--- src/rtl/smc_pkg.sv ---
package smc_pkg;

    typedef enum logic [2:0] {
        OP_EQ  = 3'b000,
        OP_NE  = 3'b001,
        OP_GT  = 3'b010,
        OP_GE  = 3'b011,
        OP_LT  = 3'b100,
        OP_LE  = 3'b101,
        OP_RSV0 = 3'b110,
        OP_RSV1 = 3'b111
    } op_e;

    localparam int unsigned MIN_WIDTH = 1;
    localparam int unsigned MAX_WIDTH = 32;

endpackage

--- src/rtl/smc_bit_eq.sv ---
// Per-bit difference vector, its ripple OR reduction and the
// per-bit match terms consumed by the ordering chains.
module smc_bit_eq #(
    parameter int unsigned WIDTH = 8
) (
    input  logic [WIDTH-1:0] a_i,
    input  logic [WIDTH-1:0] b_i,
    output logic [WIDTH-1:0] match_o,
    output logic             any_diff_o
);

    logic [WIDTH-1:0] diff;
    logic [WIDTH-1:0] or_rip;

    always_comb begin
        diff    = a_i ^ b_i;
        match_o = ~diff;
        or_rip[0] = diff[0];
        for (int i = 1; i < WIDTH; i++) begin
            or_rip[i] = or_rip[i-1] | diff[i];
        end
        any_diff_o = or_rip[WIDTH-1];
    end

endmodule

--- src/rtl/smc_order_chain.sv ---
// Strict "hi above lo" built as a sum of products: a bit where hi is
// set and lo is clear, qualified by all higher bits matching.
// The full match product is returned for the inclusive relations.
module smc_order_chain #(
    parameter int unsigned WIDTH = 8
) (
    input  logic [WIDTH-1:0] hi_i,
    input  logic [WIDTH-1:0] lo_i,
    input  logic [WIDTH-1:0] match_i,
    output logic             above_o,
    output logic             all_match_o
);

    logic [WIDTH:0]   prefix;
    logic [WIDTH-1:0] prod;
    logic [WIDTH:0]   acc;

    always_comb begin
        prefix[WIDTH] = 1'b1;
        acc[WIDTH]    = 1'b0;
        for (int i = WIDTH - 1; i >= 0; i--) begin
            prod[i]   = hi_i[i] & ~lo_i[i] & prefix[i+1];
            prefix[i] = prefix[i+1] & match_i[i];
            acc[i]    = acc[i+1] | prod[i];
        end
        above_o     = acc[0];
        all_match_o = prefix[0];
    end

endmodule

--- src/rtl/smc_rel_mux.sv ---
// Chooses one relation from the code; reserved codes give 0.
module smc_rel_mux
    import smc_pkg::*;
(
    input  logic [2:0] op_i,
    input  logic       eq_i,
    input  logic       ne_i,
    input  logic       b_gt_i,
    input  logic       b_ge_i,
    input  logic       b_lt_i,
    input  logic       b_le_i,
    output logic       sel_o
);

    op_e op;

    always_comb begin
        op = op_e'(op_i);
        unique case (op)
            OP_EQ:   sel_o = eq_i;
            OP_NE:   sel_o = ne_i;
            OP_GT:   sel_o = b_gt_i;
            OP_GE:   sel_o = b_ge_i;
            OP_LT:   sel_o = b_lt_i;
            OP_LE:   sel_o = b_le_i;
            default: sel_o = 1'b0;
        endcase
    end

endmodule

--- src/rtl/sel_mag_cmp.sv ---
module sel_mag_cmp
    import smc_pkg::*;
#(
    parameter int unsigned WIDTH = 8
) (
    input  logic             clk,
    input  logic             rst_n,
    input  logic [WIDTH-1:0] a_i,
    input  logic [WIDTH-1:0] b_i,
    input  logic [2:0]       op_i,
    output logic             res_o
);

    logic [WIDTH-1:0] match;
    logic             any_diff;
    logic             a_above_b;
    logic             b_above_a;
    logic             all_eq_ab;
    logic             all_eq_ba;
    logic             rel_eq;
    logic             rel_ne;
    logic             rel_gt;
    logic             rel_ge;
    logic             rel_lt;
    logic             rel_le;
    logic             verdict;
    logic             res_q;

    smc_bit_eq #(.WIDTH(WIDTH)) u_bit_eq (
        .a_i        (a_i),
        .b_i        (b_i),
        .match_o    (match),
        .any_diff_o (any_diff)
    );

    // b below a  (b < a, and b <= a with the full match term)
    smc_order_chain #(.WIDTH(WIDTH)) u_chain_ab (
        .hi_i        (a_i),
        .lo_i        (b_i),
        .match_i     (match),
        .above_o     (a_above_b),
        .all_match_o (all_eq_ab)
    );

    // b above a  (b > a, and b >= a with the full match term)
    smc_order_chain #(.WIDTH(WIDTH)) u_chain_ba (
        .hi_i        (b_i),
        .lo_i        (a_i),
        .match_i     (match),
        .above_o     (b_above_a),
        .all_match_o (all_eq_ba)
    );

    always_comb begin
        rel_ne = any_diff;
        rel_eq = ~any_diff;
        rel_gt = b_above_a;
        rel_ge = b_above_a | all_eq_ba;
        rel_lt = a_above_b;
        rel_le = a_above_b | all_eq_ab;
    end

    smc_rel_mux u_mux (
        .op_i   (op_i),
        .eq_i   (rel_eq),
        .ne_i   (rel_ne),
        .b_gt_i (rel_gt),
        .b_ge_i (rel_ge),
        .b_lt_i (rel_lt),
        .b_le_i (rel_le),
        .sel_o  (verdict)
    );

    always_ff @(posedge clk or negedge rst_n) begin
        if (!rst_n) begin
            res_q <= 1'b0;
        end else begin
            res_q <= verdict;
        end
    end

    assign res_o = res_q;

endmodule

--- config.mk ---
export PLATFORM = sky130hd
export DESIGN_NAME = sel_mag_cmp
export DESIGN_NICKNAME = d
export VERILOG_FILES = /design/src/rtl/smc_pkg.sv /design/src/rtl/smc_bit_eq.sv /design/src/rtl/smc_order_chain.sv /design/src/rtl/smc_rel_mux.sv /design/src/rtl/sel_mag_cmp.sv
export SDC_FILE = /design/constraint.sdc
export NUM_CORES = 1
export LEC_CHECK = 0
export ABC_AREA = 1
export CAP_MARGIN = 10
export CORE_AREA = 2 2 39 41
export DETAILED_ROUTE_END_ITERATION = 10
export DIE_AREA = 0 0 41 43
export PLACE_DENSITY_LB_ADDON = 0.15
export SYNTH_ARGS = -nofsm -noshare
export SYNTH_HDL_FRONTEND = slang
export SYNTH_SLANG_ARGS = --single-unit
--- constraint.sdc ---
create_clock -name clk -period 0.8 [get_ports clk]
set_input_delay 0.12 -clock clk [delete_from_list [all_inputs] [get_ports clk]]
set_output_delay 0.12 -clock clk [all_outputs]
set_load 0.03 [all_outputs]
# == Word level (Yosys, flattened, before mapping) ==
# Cells that the tools add are included.
# word_totals
regBits,1
latchBits,0
mem_bits_rw,0
rom_bits,0
inputBits,21
out_inout_bits,1
wordCells,87
mem_count,0
# classes
n_addsub,0
mul,0
div,0
order_cmp,0
n_eq_ne,5
shift,0
muxes,1
n_bitwise,79
n_reduce_logical,1
# ops
operator,count
$and 1x1->1,37
$or 1x1->1,23
$not 1->1,17
$not 8->8,1
$xor 8x8->8,1
$eq 3x2->1 const B,2
$eq 3x3->1 const B,2
$pmux 1 s6,1
$eq 3x1->1 const B,1
$logic_not 3->1,1

# == Logic depth before layout (Yosys ltp) ==
# Gate-level depths: netlist of run 1.
# logic_depth
ltp_word,12
depth_mapped,10
ltp_nobuf,10

# == Modules after synthesis ==
# A second synthesis of run 1 with hierarchy kept.
# hier_totals
cells_unflattened,140
area_unflattened_um2,610.6
# modules_own_cells
module,n_inst,cells_per_inst,area_each_um2,seq_area_each_um2
smc_order_chain,2,31,140.1,0.0
smc_bit_eq,1,47,186.4,0.0
smc_rel_mux,1,23,92.6,0.0
sel_mag_cmp,1,8,51.3,25.0

# == Worst setup path before layout of run 1 ==
# No wires, ideal clock.
# synth_timing
kind,input to register
from,input port a_i[7]
to,register res_q (netlist: res_o)
setup_time_ps,127
arrival_ps,1030
required_ps,673
path_slack_ps,-357
path_stages,7
path_buffers,0
path_cell_list,inv_1 -> ha_1 -> nand4_2 -> nor2_4 -> nand4_1 -> a21oi_1 -> nand3_1
# synth_via
elab_chain_cells,12
elab_cells_between_ends,45
cone_classes,1 x mux; 44 x bitwise
# synth_lines
item,line_no,rtl
from (decl),sel_mag_cmp.sv:8,"input logic [WIDTH-1:0] a_i,"
$xor 8x8->8,smc_bit_eq.sv:16,diff = a_i ^ b_i;
$not 8->8,smc_bit_eq.sv:17,match_o = ~diff;
"$and 1x1->1, on equally long branches","smc_order_chain.sv:22, smc_order_chain.sv:23",
"$or 1x1->1, or another cell as far along (5 in series)",smc_order_chain.sv:24,acc[i] = acc[i+1] | prod[i];
$or 1x1->1 / $and 1x1->1 (equally long branches),"smc_order_chain.sv:24, smc_order_chain.sv:22",
$or 1x1->1,smc_order_chain.sv:24,
"$or 1x1->1, on equally long branches","sel_mag_cmp.sv:60, sel_mag_cmp.sv:58",
$pmux 1 s6 *,smc_rel_mux.sv:19,unique case (op)
net u_mux.sel_o,smc_rel_mux.sv:12,output logic sel_o
to (signal assigned),sel_mag_cmp.sv:78,res_q <= verdict;
to (decl),sel_mag_cmp.sv:27,logic res_q;
# The timed path passes the listed nets; every way through them passes the cells marked *.

# == Worst setup path after layout of run 1 ==
# layout_timing
from,input port b_i[7]
to,register res_q (netlist: res_o)
# layout_via
elab_chain_cells,12
elab_cells_between_ends,45
cone_classes,1 x mux; 44 x bitwise
# layout_lines
item,line_no,rtl
from (decl),sel_mag_cmp.sv:9,"input logic [WIDTH-1:0] b_i,"
$xor 8x8->8,smc_bit_eq.sv:16,
$not 8->8,smc_bit_eq.sv:17,
"$and 1x1->1, on equally long branches","smc_order_chain.sv:22, smc_order_chain.sv:23",
"$or 1x1->1, or another cell as far along (5 in series)",smc_order_chain.sv:24,
$or 1x1->1 / $and 1x1->1 (equally long branches),"smc_order_chain.sv:24, smc_order_chain.sv:22",
$or 1x1->1,smc_order_chain.sv:24,
"$or 1x1->1, on equally long branches","sel_mag_cmp.sv:60, sel_mag_cmp.sv:58",
$pmux 1 s6 *,smc_rel_mux.sv:19,
net u_mux.sel_o,smc_rel_mux.sv:12,
# Marks and branches as above.

==> reports/metrics.cfg, run 1 <==
[route]
dr.pass1.iters=2
drc=0
wire_per_inst_um=8.38
viasPerCell=4.44
drtIter0Drc=3
ant_nets=0
vias=573
wl_um=1080

[critical_path]
cp_num_buf_inv=1
crit_slowest_cell=ha_4
critPathArrivalTime_ns=1.06
start_kind=input port
criticalPathCategory=input port to flop
cp_cell_sequence=buf_6 > ha_4 > nand4_4 > nor2_4 > nand4_1 > a21oi_1 > nand3_1
critPathRequiredTime_ns=0.67
cpLargestDelayFamily=simple AND/OR/NAND/NOR gates
worstPathMaxFanout=6
critPathCaptureType=flop
cp_slowest_stage_delay_ns=0.29

[layout]
fin_area_um2=908
n_fill_cell=134
drive_above_1_share_pct=39.8
antenna_cells=0
nets=152
fin_cells=129
post-route-util_pct=65.6
largest_reg_flops=1
seqCellArea_um2=25.0
final_cell_mix=17 x inv_1, 12 x nand2_1, 9 x nand3_1, 9 x buf_4
synthToLayoutAreaGrowth_pct=75.4
multi_input_area_um2=513
final_common_cell=inv_1

[global_route]
grt_pass1_wl_um=2040
grt_overflow_total=0
grt_util_all_layers_pct=15.4
antenna_found_initial=0
grt_max_degree=7
grt_pass1_vias=570

[pwr]
ir_worst_vdd_mv=0.320
leakagePower_uw=0.000483
p_per_area_nw_per_um2=537

[sta]
timing.final.hold_violations=0
setup_tns_ns=-0.392
fin_crit_ns=1.19
rsz0062_at_grt=yes
setup_ws_ns=-0.392
hold_ws_ns=0.270
fmax_mhz=839
worst_pin_slew_ns=0.134
setup_viol=1
post-route-period-util_pct=149
relSlewSlack_pct=91.1
slew_viol_final=0

[synth]
syn_avg_cell_area_um2=6.09
syn_area_um2=518
ys_seq_area_share_pct=4.83
synth_cells=85
ys_ff_latch=1
synthDistinctLibCells=11
synth_area_leaders=ha_1 39%, inv_1 20%, nand2_1 10%
yosysWarnings=0
syn_nets=122
netlist.top_cell.by_area=ha_1
yosysTopAreaCellShare_pct=38.6

[placement]
hpwl_um=986
placed_cells=129
place_area_um2=867
gp_congestion=0.745
portBuffers=21

[status]
violations=setup timing
status=finished, violations left

[die]
die-width_um=41
core_area_um2=1380
ios=22
row_count=14
die_area_um2=1760
die_height_um=43
initial_core_util_pct=37.4

[cts]
postCtsHoldBufs=0
postCtsSetupBuffers=0
clkTransAtPathRegs_ns=0

[job]
drv_cap=0

[worst_hold_path]
hold_class=input port to async pin

synthesized netlist by cell type:
cell      n
nor2_4    1
nor2_1    9
ha_1     16
o21ai_0   2
nand4_1   1
nand3_1   9
nand2_1  14
dfrtp_1   1
a21oi_1   4
nand4_2   1
inv_1    27
worst paths after layout:
| path | slack, ns | start | cells past startpoint | end |
|---|---|---|---|---|
| worst max-delay path | -0.39 | b_i[7] | 7 | res_o |
| worst min-delay path | 0.27 | rst_n | 1 | res_o |
| max in group asynchronous | 0.43 | rst_n | 1 | res_o |
| min in group clk | 0.57 | res_o | 1 | res_o |
area by class of cell:
cell class,count,area share (%)
sequential,1,2.75
timing repair buffer,28,26.0
multi-input combinational,57,56.5
tap,16,2.20
inverter,27,12.5
power by group:
| group | internal (µW) | switching [µW] | leakage (µW) |
|---|---|---|---|
| sequential | 57.4 | 1.23 | 0.0000127 |
| combinational | 225 | 204 | 0.000470 |
| clock | 0 | 0 | 0 |
metrics by stage:
stage,total power [µW],worst slack [ns]
2_1_floorplan,265,-0.295
3_3_place_gp,454,-0.955
3_5_place_dp,463,-0.975
4_1_cts,494,-0.403
5_1_grt,545,-0.490
6_report,487,-0.392
cells by family after synthesis:
group / after synthesis / share of synthesized area (%)
adders and majority gates: 16 / 38.6
AOI/OAI and AO/OA: 6 / 5.80
and+or+nand+nor: 35 / 31.2
DFF: 1 / 4.83
buffers and inverters: 27 / 19.6
metal layers:
| metal | part of all wire [%] | vias up | GRT usage, % |
|---|---|---|---|
| met2 | 51 | 13 | 28.7 |
| met1 | 44 | 247 | 19.8 |
| met3 | 4.3 | 0 | 0 |
| met4 | 0 | 0 | 0 |
| li1 | - | 313 | - |
| met5 | 0 | - | 0 |
timing repair:
item,in CTS,in global routing
pin swaps,14,0
setup endpoints to repair,1,1
resized for setup,86,0
No activity file was read; power rests on OpenSTA's default activity.
==> inputs of run 2 (changes only) <==
--- a/config.mk
+++ b/config.mk
@@ -8,6 +8,7 @@
 export ABC_AREA = 1
 export CAP_MARGIN = 10
 export CORE_AREA = 2 2 39 41
+export CTS_CLUSTER_SIZE = 25
 export DETAILED_ROUTE_END_ITERATION = 10
 export DIE_AREA = 0 0 41 43
 export PLACE_DENSITY_LB_ADDON = 0.15
==> results of run 2 <==
Final layout, timing and power as in run 1 (identical DEF).
